===== src/rtl/uart_bank_pkg.sv =====
package uart_bank_pkg;
  localparam int DATA_W   = 8;
  localparam int ADDR_W   = 3;
  localparam int THR_W    = 4;
  localparam int BYTES_W  = THR_W + 2;

  localparam logic [DATA_W-1:0] BANK_MAGIC = 8'hBF;

  localparam logic [ADDR_W-1:0] A_BANKED = 3'd2;
  localparam logic [ADDR_W-1:0] A_LINE   = 3'd3;
  localparam logic [ADDR_W-1:0] A_MODEM  = 3'd4;
  localparam logic [ADDR_W-1:0] A_ALIAS  = 3'd7;

  localparam int ENH_BIT   = 4;
  localparam int ALIAS_BIT = 6;
  localparam int PRESC_BIT = 7;

  typedef enum logic [2:0] {
    RS_ZERO,
    RS_LINE,
    RS_FEAT,
    RS_MODEM,
    RS_FRDY
  } rsel_e;

  typedef struct packed {
    logic line;
    logic feat;
    logic modem;
    logic trig;
  } wsel_t;
endpackage


===== src/rtl/uart_bank_decode.sv =====
module uart_bank_decode
  import uart_bank_pkg::*;
(
  input  logic              clk,
  input  logic              rst,
  input  logic              wr_en,
  input  logic [ADDR_W-1:0] addr,
  input  logic              bank_open,
  input  logic              alias_on,
  output wsel_t             wsel,
  output rsel_e             rsel
);
  always_comb begin
    wsel = '0;
    rsel = RS_ZERO;
    unique case (addr)
      A_LINE: begin
        wsel.line = wr_en;
        rsel      = RS_LINE;
      end
      A_MODEM: begin
        wsel.modem = wr_en;
        rsel       = RS_MODEM;
      end
      A_BANKED: begin
        if (bank_open) begin
          wsel.feat = wr_en;
          rsel      = RS_FEAT;
        end
      end
      A_ALIAS: begin
        if (alias_on) begin
          wsel.trig = wr_en;
          rsel      = RS_FRDY;
        end
      end
      default: ;
    endcase
  end


  wsel_onehot_chk: assert property (@(posedge clk) disable iff (rst)
    $onehot0(wsel));
endmodule


===== src/rtl/uart_bank_regfile.sv =====
module uart_bank_regfile
  import uart_bank_pkg::*;
(
  input  logic              clk,
  input  logic              rst,
  input  wsel_t             wsel,
  input  logic [DATA_W-1:0] wdata,
  output logic [DATA_W-1:0] line_q,
  output logic [DATA_W-1:0] feat_q,
  output logic [DATA_W-1:0] modem_q,
  output logic [DATA_W-1:0] trig_q
);
  localparam int LOW_W = ALIAS_BIT;

  logic unlocked;
  assign unlocked = feat_q[ENH_BIT];

  always_ff @(posedge clk) begin
    if (rst) begin
      line_q  <= '0;
      feat_q  <= '0;
      modem_q <= '0;
      trig_q  <= '0;
    end else begin
      if (wsel.line)  line_q <= wdata;
      if (wsel.feat)  feat_q <= wdata;
      if (wsel.trig)  trig_q <= wdata;
      if (wsel.modem) begin
        modem_q[LOW_W-1:0] <= wdata[LOW_W-1:0];
        if (unlocked)
          modem_q[DATA_W-1:LOW_W] <= wdata[DATA_W-1:LOW_W];
      end
    end
  end


  modem_lock_chk: assert property (@(posedge clk) disable iff (rst)
    (wsel.modem && !unlocked) |=> (modem_q[DATA_W-1:LOW_W] == $past(modem_q[DATA_W-1:LOW_W])));


  modem_low_chk: assert property (@(posedge clk) disable iff (rst)
    wsel.modem |=> (modem_q[LOW_W-1:0] == $past(wdata[LOW_W-1:0])));


  reset_clear_chk: assert property (@(posedge clk)
    rst |=> (line_q == '0 && feat_q == '0 && modem_q == '0 && trig_q == '0));
endmodule


===== src/rtl/uart_bank_thresh.sv =====
module uart_bank_thresh
  import uart_bank_pkg::*;
#(
  parameter int CHANNELS = 2
) (
  input  logic [CHANNELS*THR_W-1:0]   trig_q,
  output logic [CHANNELS*BYTES_W-1:0] thr_bytes,
  output logic [CHANNELS-1:0]         thr_dflt
);
  for (genvar i = 0; i < CHANNELS; i++) begin : g_chan
    logic [THR_W-1:0] field;
    assign field = trig_q[i*THR_W +: THR_W];
    assign thr_bytes[i*BYTES_W +: BYTES_W] = {field, 2'b00};
    assign thr_dflt[i] = (field == '0);
  end
endmodule


===== src/rtl/uart_bank_regs.sv =====
module uart_bank_regs
  import uart_bank_pkg::*;
(
  input  logic              clk,
  input  logic              rst,
  input  logic              wr_en,
  input  logic              rd_en,
  input  logic [ADDR_W-1:0] addr,
  input  logic [DATA_W-1:0] wdata,
  input  logic [DATA_W-1:0] fifo_rdy,
  output logic [DATA_W-1:0] rdata,
  output logic              presc_div4,
  output logic [BYTES_W-1:0] tx_thr_bytes,
  output logic              tx_thr_dflt,
  output logic [BYTES_W-1:0] rx_thr_bytes,
  output logic              rx_thr_dflt
);
  logic [DATA_W-1:0] line_q, feat_q, modem_q, trig_q;
  wsel_t wsel;
  rsel_e rsel;
  logic  bank_open, alias_on;
  logic [2*BYTES_W-1:0] thr_bytes;
  logic [1:0]           thr_dflt;
  logic [DATA_W-1:0]    rd_mux;

  assign bank_open = (line_q == BANK_MAGIC);
  assign alias_on  = modem_q[ALIAS_BIT];

  uart_bank_decode u_dec (
    .clk       (clk),
    .rst       (rst),
    .wr_en     (wr_en),
    .addr      (addr),
    .bank_open (bank_open),
    .alias_on  (alias_on),
    .wsel      (wsel),
    .rsel      (rsel)
  );

  uart_bank_regfile u_rf (
    .clk     (clk),
    .rst     (rst),
    .wsel    (wsel),
    .wdata   (wdata),
    .line_q  (line_q),
    .feat_q  (feat_q),
    .modem_q (modem_q),
    .trig_q  (trig_q)
  );

  uart_bank_thresh #(.CHANNELS(2)) u_thr (
    .trig_q    (trig_q),
    .thr_bytes (thr_bytes),
    .thr_dflt  (thr_dflt)
  );

  assign tx_thr_bytes = thr_bytes[0 +: BYTES_W];
  assign rx_thr_bytes = thr_bytes[BYTES_W +: BYTES_W];
  assign tx_thr_dflt  = thr_dflt[0];
  assign rx_thr_dflt  = thr_dflt[1];
  assign presc_div4   = modem_q[PRESC_BIT];

  always_comb begin
    unique case (rsel)
      RS_LINE:  rd_mux = line_q;
      RS_FEAT:  rd_mux = feat_q;
      RS_MODEM: rd_mux = modem_q;
      RS_FRDY:  rd_mux = fifo_rdy;
      default:  rd_mux = '0;
    endcase
  end

  always_ff @(posedge clk) begin
    if (rst)        rdata <= '0;
    else if (rd_en) rdata <= rd_mux;
  end


  rdata_hold_chk: assert property (@(posedge clk) disable iff (rst)
    !rd_en |=> $stable(rdata));


  frdy_read_chk: assert property (@(posedge clk) disable iff (rst)
    (rd_en && addr == A_ALIAS && modem_q[ALIAS_BIT]) |=> (rdata == $past(fifo_rdy)));


  feat_hidden_chk: assert property (@(posedge clk) disable iff (rst)
    (wr_en && addr == A_BANKED && line_q != BANK_MAGIC) |=> $stable(feat_q));


  alias_off_chk: assert property (@(posedge clk) disable iff (rst)
    (wr_en && addr == A_ALIAS && !modem_q[ALIAS_BIT]) |=> $stable(trig_q));
endmodule


===== config.mk =====
export PLATFORM = sky130hd
export DESIGN_NAME = uart_bank_regs
export DESIGN_NICKNAME = d
export VERILOG_FILES = /design/src/rtl/uart_bank_pkg.sv /design/src/rtl/uart_bank_decode.sv /design/src/rtl/uart_bank_regfile.sv /design/src/rtl/uart_bank_thresh.sv /design/src/rtl/uart_bank_regs.sv
export SDC_FILE = /design/constraint.sdc
export NUM_CORES = 1
export LEC_CHECK = 0
export BUFFER_PORTS_ARGS = -buffer_cell sky130_fd_sc_hd__buf_4
export CELL_PAD_IN_SITES_DETAIL_PLACEMENT = 0
export CELL_PAD_IN_SITES_GLOBAL_PLACEMENT = 2
export CORE_AREA = 10 10 86 88
export DETAILED_ROUTE_END_ITERATION = 8
export DIE_AREA = 0 0 96 98
export PLACE_DENSITY_LB_ADDON = 0.25
export SYNTH_ARGS = -nofsm -noshare
export SYNTH_HDL_FRONTEND = slang
export SYNTH_SLANG_ARGS = --single-unit

===== constraint.sdc =====
create_clock -name clk -period 3.35 [get_ports clk]
set_input_delay 0 -clock clk [delete_from_list [all_inputs] [get_ports clk]]
set_output_delay 0 -clock clk [all_outputs]
set_load 0.02 [all_outputs]

After elaboration in Yosys (flattened, before gate mapping)
Index checks and enable logic that the tools add are counted.
Widths: inputs -> output; s select.
{ "classes": {"eq_ne": 9, "muxes": 10, "n_reduce_logical": 3} }
{ "op_table": {"columns": ["op", "n"], "rows": [
  ["$pmux 8 s4", 1],
  ["$eq 3x2->1 const B", 4],
  ["$pmux 3 s4", 1],
  ["$eq 3x3->1 const B", 3],
  ["$eq 8x8->1 const B", 1],
  ["$logic_not 4->1", 2],
  ["$mux 1", 6],
  ["$eq 3x1->1 const B", 1],
  ["$mux 3", 1],
  ["$mux 2", 1],
  ["$reduce_and 2->1", 1]
]} }
{ "totals": {"register_bits": 40, "in_bits": 23, "output_inout_bits": 23, "wordCells": 28} }

Logic depth before layout (Yosys ltp)
Gate-level depths: netlist of the first run.
{ "depth": {"depth_word": 5, "ltp_mapped": 7, "mapped_depth_nobuf": 4} }

By module
A second synthesis of the first run with hierarchy kept.
{ "unflattened": {"hier_cells": 205, "area_unflattened_um2": 1998.2} }
{ "by_module_without_submodules": {"columns": ["mod", "n_inst", "cells_each", "area_per_inst_um2", "seq_area_each_um2"], "rows": [
  ["uart_bank_regfile", 1, 105, 1142.3, 640.6],
  ["uart_bank_regs", 1, 72, 653.1, 160.2],
  ["uart_bank_thresh", 1, 15, 118.9, 0.0],
  ["uart_bank_decode", 1, 13, 83.8, 0.0]
]} }

Worst setup path before layout of the first run
Ideal clock, no wire load.
{ "synth_timing": {"kind": "reg2reg", "from": "reg u_rf.line_q[4]", "to": "reg u_rf.feat_q[0]", "setup_ps": 128, "arrival_time_ps": 1213, "t_required_ps": 3222, "setup_slack_ps": 2010, "path_stages_with_launch": 6, "n_path_buf": 1, "synth_period_minus_slack_ps": 1340, "path_cell_list": "dfxtp_1 and4_1 buf_2 nand4_2 mux2i_1 nor2_1"} }
{ "synth_between": {"elab_chain_len": 3} }
{ "synth_lines": {"columns": ["item", "line_no", "text"], "rows": [
  ["start, declared", "uart_bank_regfile.sv:8", "output logic [DATA_W-1:0] line_q,"],
  ["start signal, assigned", "uart_bank_regfile.sv:25", "if (wsel.line) line_q <= wdata;"],
  ["$eq 8x8->1", "uart_bank_regs.sv:26", "assign bank_open = (line_q == BANK_MAGIC);"],
  ["$mux 1", "uart_bank_decode.sv:26", "if (bank_open) begin"],
  ["$mux 1", "uart_bank_decode.sv:16", "unique case (addr)"],
  ["end signal, assigned", "uart_bank_regfile.sv:26", "if (wsel.feat) feat_q <= wdata;"],
  ["end, declared", "uart_bank_regfile.sv:9", "output logic [DATA_W-1:0] feat_q,"]
]} }
Every way passes these cells.
A chain may end at the register's enable or synchronous reset.

Worst setup path after layout of the first run
{ "layout_timing": {"from": "reg u_rf.line_q[2]", "to": "reg u_rf.feat_q[0]"} }
The elaborated chain is that of the path after synthesis.

==> results.py, run 1 <==
metrics = {
    "die": {
        "dieArea_um2": 9410,
        "die_y_um": 98,
        "rows": 28,
        "ios": 46,
        "coreArea_um2": 5750,
        "start_util_pct": 30.9,
        "die_w_um": 96,
    },
    "timing": {
        "clock.fmax_ghz": 0.598,
        "tightest_slew_ns": 0.556,
        "final_max_slew_viol_count": 0,
        "relSlewSlack_pct": 62.8,
        "period_share_pct": 49.9,
        "hold_violations": 0,
        "min_period_ns": 1.67,
        "rsz0062_at_grt": "no",
        "tns_ns": 0,
        "skew_ns": 0.00394,
        "setup_violations": 0,
    },
    "cells_and_area": {
        "multiInputGateArea_um2": 887,
        "fin_util_pct": 39.5,
        "final_common_cell": "buf_4",
        "area_growth_pct": 27.8,
        "nets": 273,
        "drive_gt1_share_pct": 23.1,
        "regArea_um2": 801,
        "fin_cells": 326,
        "n_antenna_cell": 0,
        "final_cell_mix": "buf_4 (42), nand2_1 (41), dfxtp_1 (40)",
        "n_fill_cell": 632,
    },
    "setup_path": {
        "arrival_ns": 1.85,
        "endpoint_kind": "register",
        "critical-path-top-delay-family": "simple AND/OR/NAND/NOR gates",
        "cp_cell_sequence": "and4_1 > nand4_2 > mux2i_1 > nor2_1",
        "critical_path_peak_fanout": 10,
        "required_ns": 3.53,
        "cpMaxStageDelayCell": "and4_1",
        "slowest_delay_ns": 0.46,
        "start_kind": "register",
        "critPathKind": "register to register",
        "path_buf_inv": 0,
    },
    "yosys": {
        "ys_types": 30,
        "synth_area_leaders": "dfxtp_1 (45%), nand2_1 (8.7%), a21oi_1 (6.2%)",
        "ys_seq_area_share_pct": 45.1,
        "synth-simple-area-share_pct": 28.6,
        "synth-compound-area-share_pct": 14.9,
        "async_flop_share_pct": 0,
        "yosys.area.top_type": "dfxtp_1",
        "synth_top_family_by_area": "simple AND/OR/NAND/NOR gates",
        "synth_seq_cells": 40,
        "synthAdderAreaFrac_pct": 0,
        "synth_mux_area_share_pct": 5.64,
        "syn_area_um2": 1780,
        "syn_inst": 208,
        "synth_edf_count": 0,
        "netlist.area_leader.share_pct": 45.1,
        "syn_area_per_cell_um2": 8.54,
        "synth_xor_area_share_pct": 0,
        "ys.flop_type": "dfxtp_1",
        "yosysWarnings": 0,
    },
    "clock_tree": {
        "root_buffer": "clkbuf_8",
        "clk_path_buf_depth": 2,
        "cts_buffers": 5,
        "clock_sinks": 40,
        "insertion_delay_ns": 0.30,
        "cts.repair.resized": 0,
        "post_cts_buffers": 0,
        "cts_tree": "yes",
        "clkSlewWorstSetupHoldPaths_ns": 0.08,
        "cts-htree-levels": 2,
    },
    "route": {
        "first_pass_iters": 4,
        "route.met3.wl_um": 311,
        "drc": 0,
        "vias": 1598,
        "wl_per_cell_um": 16.0,
        "wl_met2_um": 2260,
        "dr.max_layer_used": "met4",
        "ant_nets": 0,
        "drt_first_iter_violations": 53,
        "wirelength_um": 5230,
        "wl_met1_um": 2590,
        "via_per_inst": 4.90,
    },
    "global_routing": {
        "grt_max_degree": 35,
        "grt_pass1_vias": 1654,
        "grt_usage_pct": 11.0,
        "antenna_found_initial": 0,
        "overflow": 0,
        "grt_pass1_wl_um": 8340,
    },
    "placement": {
        "place.gp.congestion": 0.771,
        "dp_hpwl_um": 3670,
        "place_inst": 310,
        "numPortBuffers": 41,
    },
    "hold_path": {
        "holdCritPathClass": "input port to register",
    },
    "power_and_ir_drop": {
        "cellLeakagePower_nw": 0.947,
        "cellPowerDensity_nw_per_um2": 396,
        "irDropWorstVdd_uv": 236,
        "fin_total_pwr_w": 0.000900,
    },
    "job": {
        "max-cap-violations": 0,
    },
    "outcome": {
        "outcome": "completed",
    },
}
[flip-flops by register name (all words and copies together) (netlist names)]
| name | cells |
|---|---|
| rdata | 8 |
| u_rf.feat_q | 8 |
| u_rf.line_q | 8 |
| u_rf.modem_q | 8 |
| u_rf.trig_q | 8 |
[tightest hold or removal path, cell delays in order]
cell and delay, ns:
buf_4 0.07, nand2_1 0.04, nand3_1 0.06, a22o_1 0.11
[layout make-up]
cell class                      instances  share of cell area [%]
Timing Repair Buffer                   50                    17.4
Clock buffer                            6                    3.64
Sequential cell                        40                    35.3
Multi-Input combinational cell        153                    39.1
Tap cell                               75                    4.13
Clock inverter                          2                   0.441
[stage by stage]
| stage | cell area [um^2] | hold WS, ns | worst slack, ns |
|---|---|---|---|
| floorplan | 1790 | 0.136 | 2.01 |
| CTS | 2270 | 0.00632 | 1.67 |
| global route | 2270 | 0.0379 | 1.54 |
| global placement | 2100 | 0.273 | 1.73 |
| finish | 2270 | 0.0125 | 1.68 |
| detailed placement | 2100 | 0.276 | 1.68 |
[worst paths after layout]
| path | slack, ns | endpoint | startpoint | cells after the start |
|---|---|---|---|---|
| setup / recovery | 1.68 | u_rf.feat_q[0] | u_rf.line_q[2] | 4 |
| hold / removal | 0.01 | rdata[3] | fifo_rdy[3] | 4 |
| setup reg to reg | 1.68 | u_rf.feat_q[0] | u_rf.line_q[2] | 4 |
| hold reg to reg | 0.46 | u_rf.modem_q[2] | u_rf.modem_q[2] | 2 |
[cell families (layout without fill, tap and decap cells)]
kind of cell / count (synthesis) / count (layout)
buffers and inverters: 18 / 58
flip-flops: 40 / 40
other: 1 / 4
AO/OA/AOI/OAI: 40 / 40
multiplexers: 10 / 10
AND/OR/NAND/NOR: 99 / 99
[cells in the mapped netlist (2+ instances only)]
library cell,count
mux2i_1,10
nand4_1,8
a22oi_1,7
nand2_1,41
nand2b_1,2
a22o_1,8
dfxtp_1,40
nor2_1,12
buf_2,7
nor4_1,2
nand3_2,2
nand3_1,22
a21oi_1,22
clkbuf_1,4
buf_4,4
and4_1,2
buf_1,2
[power by group]
part           total (W)  internal, W  leakage [nW]  switching, W
combinational  0.0000744    0.0000313         0.574     0.0000431
sequential      0.000481     0.000479         0.323    0.00000262
clock           0.000344     0.000165        0.0510      0.000179
total           0.000900     0.000674         0.947      0.000225
[repair_timing]
| action | in CTS | in global routing |
|---|---|---|
| endpoints found under the setup margin | 0 | 0 |
| endpoints found under the hold margin | 30 | 0 |
| hold buffers | 8 | 0 |
[routing by layer]
layer	vias to the layer above	global-route usage (%)
met3	6	3.52
met1	744	14.5
met5	-	0
met4	0	4.43
met2	34	16.1
li1	814	-
Note: power is estimated with default switching activity, not from simulation.
==> run 2, diff against run 1 <==
- ABC_AREA: not set -> 1
- CORE_AREA: 10 10 86 88 -> 10 10 93 95
- DIE_AREA: 0 0 96 98 -> 0 0 103 105
- clock period: 3.35 -> 1.7 ns (I/O delays scaled with it)
==> run 2 against run 1 <==
Compared with the run above: area after synthesis rose by 7.3%; first-iteration DRC count rose by 30%; clock power grew 94%; cell area grew 4.6%; synthesized cell count rose by 29%.
==> results.py, run 2 <==
metrics = {
    "outcome": {
        "outcome": "completed",
    },
    "timing": {
        "rsz0062_at_grt": "no",
        "hold_violations": 0,
        "period_share_pct": 80.6,
        "tns_ns": 0,
        "final_max_slew_viol_count": 0,
        "skew_ns": 0.00257,
        "min_period_ns": 1.37,
        "setup_violations": 0,
        "clock.fmax_ghz": 0.729,
    },
    "die": {
        "start_util_pct": 28.2,
        "die_w_um": 103,
        "rows": 30,
        "coreArea_um2": 6760,
        "dieArea_um2": 10800,
        "ios": 46,
        "die_y_um": 105,
    },
    "cells_and_area": {
        "drive_gt1_share_pct": 21.0,
        "area_growth_pct": 24.6,
        "design_area_um2": 2370,
        "final_cell_mix": "nand2_1 (75), buf_4 (43), dfxtp_1 (40)",
        "nets": 336,
        "final_common_cell": "nand2_1",
        "fin_cells": 394,
        "n_antenna_cell": 0,
    },
    "setup_path": {
        "endpoint_kind": "register",
        "required_ns": 1.90,
        "critical_path_peak_fanout": 16,
        "critPathKind": "register to register",
        "reg2reg_setup_slack_ns": 0.33,
        "start_kind": "register",
        "arrival_ns": 1.57,
        "crit_start": "u_rf.line_q[7]",
        "r2r_start": "u_rf.line_q[7]",
        "rr_worst_depth": 7,
    },
    "clock_tree": {
        "post_cts_buffers": 0,
        "cts-htree-levels": 2,
        "root_buffer": "clkbuf_8",
        "clk_path_buf_depth": 2,
        "cts_buffers": 5,
        "clkSlewWorstSetupHoldPaths_ns": 0.08,
        "clock_sinks": 40,
        "cts_tree": "yes",
        "insertion_delay_ns": 0.29,
    },
    "yosys": {
        "syn_area_um2": 1900,
        "synth_edf_count": 0,
        "ys_seq_area_share_pct": 42.0,
        "async_flop_share_pct": 0,
        "ys.flop_type": "dfxtp_1",
        "yosysWarnings": 0,
        "synth.most_common_cell": "nand2_1",
        "yosys.area.top_type": "dfxtp_1",
        "synth_area_leaders": "dfxtp_1 (42%), nand2_1 (15%), a21oi_1 (7.1%)",
        "ys_types": 26,
        "synth_common_cells": "nand2_1 (75), dfxtp_1 (40), nor2_1 (35)",
        "syn_area_per_cell_um2": 7.11,
        "synth_seq_cells": 40,
        "syn_inst": 268,
        "netlist.area_leader.share_pct": 42.0,
    },
    "placement": {
        "dp_hpwl_um": 4370,
        "postPlaceCellArea_um2": 2220,
        "numPortBuffers": 41,
        "place.gp.congestion": 0.765,
        "place_inst": 380,
    },
    "job": {
        "max-cap-violations": 0,
    },
    "power_and_ir_drop": {
        "irDropWorstVdd_uv": 348,
        "p_int_w": 0.00134,
        "clkPwrFrac_pct": 37.5,
        "netSwitchingPower_w": 0.000441,
        "cellLeakagePower_nw": 1.00,
        "combPwrFrac_pct": 9.1,
        "fin_total_pwr_w": 0.00178,
        "p_sw_share_pct": 24.7,
        "cellPowerDensity_nw_per_um2": 751,
        "p_seq_share_pct": 53.4,
    },
    "global_routing": {
        "grt_max_degree": 25,
        "overflow": 0,
        "grt_pass1_wl_um": 9520,
        "grt_pass1_vias": 1860,
        "grt_usage_pct": 11.1,
        "antenna_found_initial": 0,
    },
    "route": {
        "via_per_inst": 4.55,
        "drt_first_iter_violations": 69,
        "ant_nets": 0,
        "wirelength_um": 5780,
        "first_pass_iters": 4,
        "drc": 0,
        "wl_per_cell_um": 14.7,
        "vias": 1791,
    },
    "hold_path": {
        "min_from": "wdata[7]",
        "holdCritPathClass": "input port to register",
        "holdPathStages": 3,
    },
}
==> run 2: changes by cell type in the layout (fill, tap and decap cells not counted), moves of 7 or more <==
cell / previous run / this run
a22oi_1: 7 / 0
o21ai_0: 0 / 16
nand2_1: 41 / 75
nor2_1: 12 / 35
inv_1: 0 / 21
nand3_1: 22 / 9
a22o_1: 8 / 0
mux2i_1: 10 / 0
==> run 2: kinds of logic (layout without fill, tap and decap cells) <==
| kind of cell | Yosys count | after routing | synth area share (%) |
|---|---|---|---|
| compound gates | 50 | 50 | 14.5 |
| buf+inv | 37 | 80 | 10.8 |
| flops | 40 | 40 | 42.1 |
| other cells | 1 | 4 | 0.197 |
| simple gates | 140 | 140 | 32.4 |
==> run 2: final timing paths <==
| kind | to |
|---|---|
| setup / recovery | u_rf.feat_q[2] |
| hold / removal | u_rf.trig_q[7] |
| setup reg to reg | u_rf.feat_q[2] |
| hold reg to reg | u_rf.modem_q[5] |
==> run 2: final cells by class <==
| type | count | area (um^2) |
|---|---|---|
| clock buffer | 8 | 90.1 |
| fill | 763 | 4380 |
| inverter | 23 | 91.3 |
| multi-input combinational | 194 | 908 |
| sequential | 40 | 801 |
| tap | 80 | 100 |
| timing repair buffer | 49 | 383 |
==> run 2: timing repair <==
action | 4_1_cts | 5_1_grt
hold endpoints to repair | 9 | 0
resized for setup | 0 | 0
hold buffers | 6 | 0
setup endpoints to repair | 0 | 0
==> run 2: power by group through the flow <==
stage | Combinational [W] | Clock [W] | Sequential [W]
floorplan | 0.0000893 | 0 | 0.000974
global placement | 0.000154 | 0 | 0.000973
detailed placement | 0.000153 | 0 | 0.000974
CTS | 0.000164 | 0.000692 | 0.000952
global route | 0.000179 | 0.000738 | 0.000953
finish | 0.000162 | 0.000669 | 0.000951
==> run 2: layer usage <==
metal | vias to the layer above | part of all wire, % | global-route usage [%]
li1 | 939 | - | -
met3 | 6 | 4.5 | 3.29
met2 | 30 | 47 | 17.9
met5 | - | 0 | 0
met1 | 816 | 47 | 13.8
met4 | 0 | 1.2 | 2.98
==> run 2: worst max-delay path, cell delays in order (launching register included) <==
cell and delay, ns:
dfxtp_1 0.34, inv_1 0.09, nor3_1 0.17, nand3_1 0.14, nor2_4 0.32, nand2_1 0.10, nand2_1 0.07, nor2_1 0.04
==> run 2: through the flow <==
stage | hold slack [ns] | util (%) | setup slack (ns)
floorplan | 0.0691 | - | 0.511
detailed placement | 0.295 | 32.9 | 0.328
global route | 0.0107 | 35.1 | 0.133
global placement | 0.297 | 32.9 | 0.327
CTS | 0.000160 | 35.1 | 0.317
finish | 0.00243 | 35.1 | 0.329
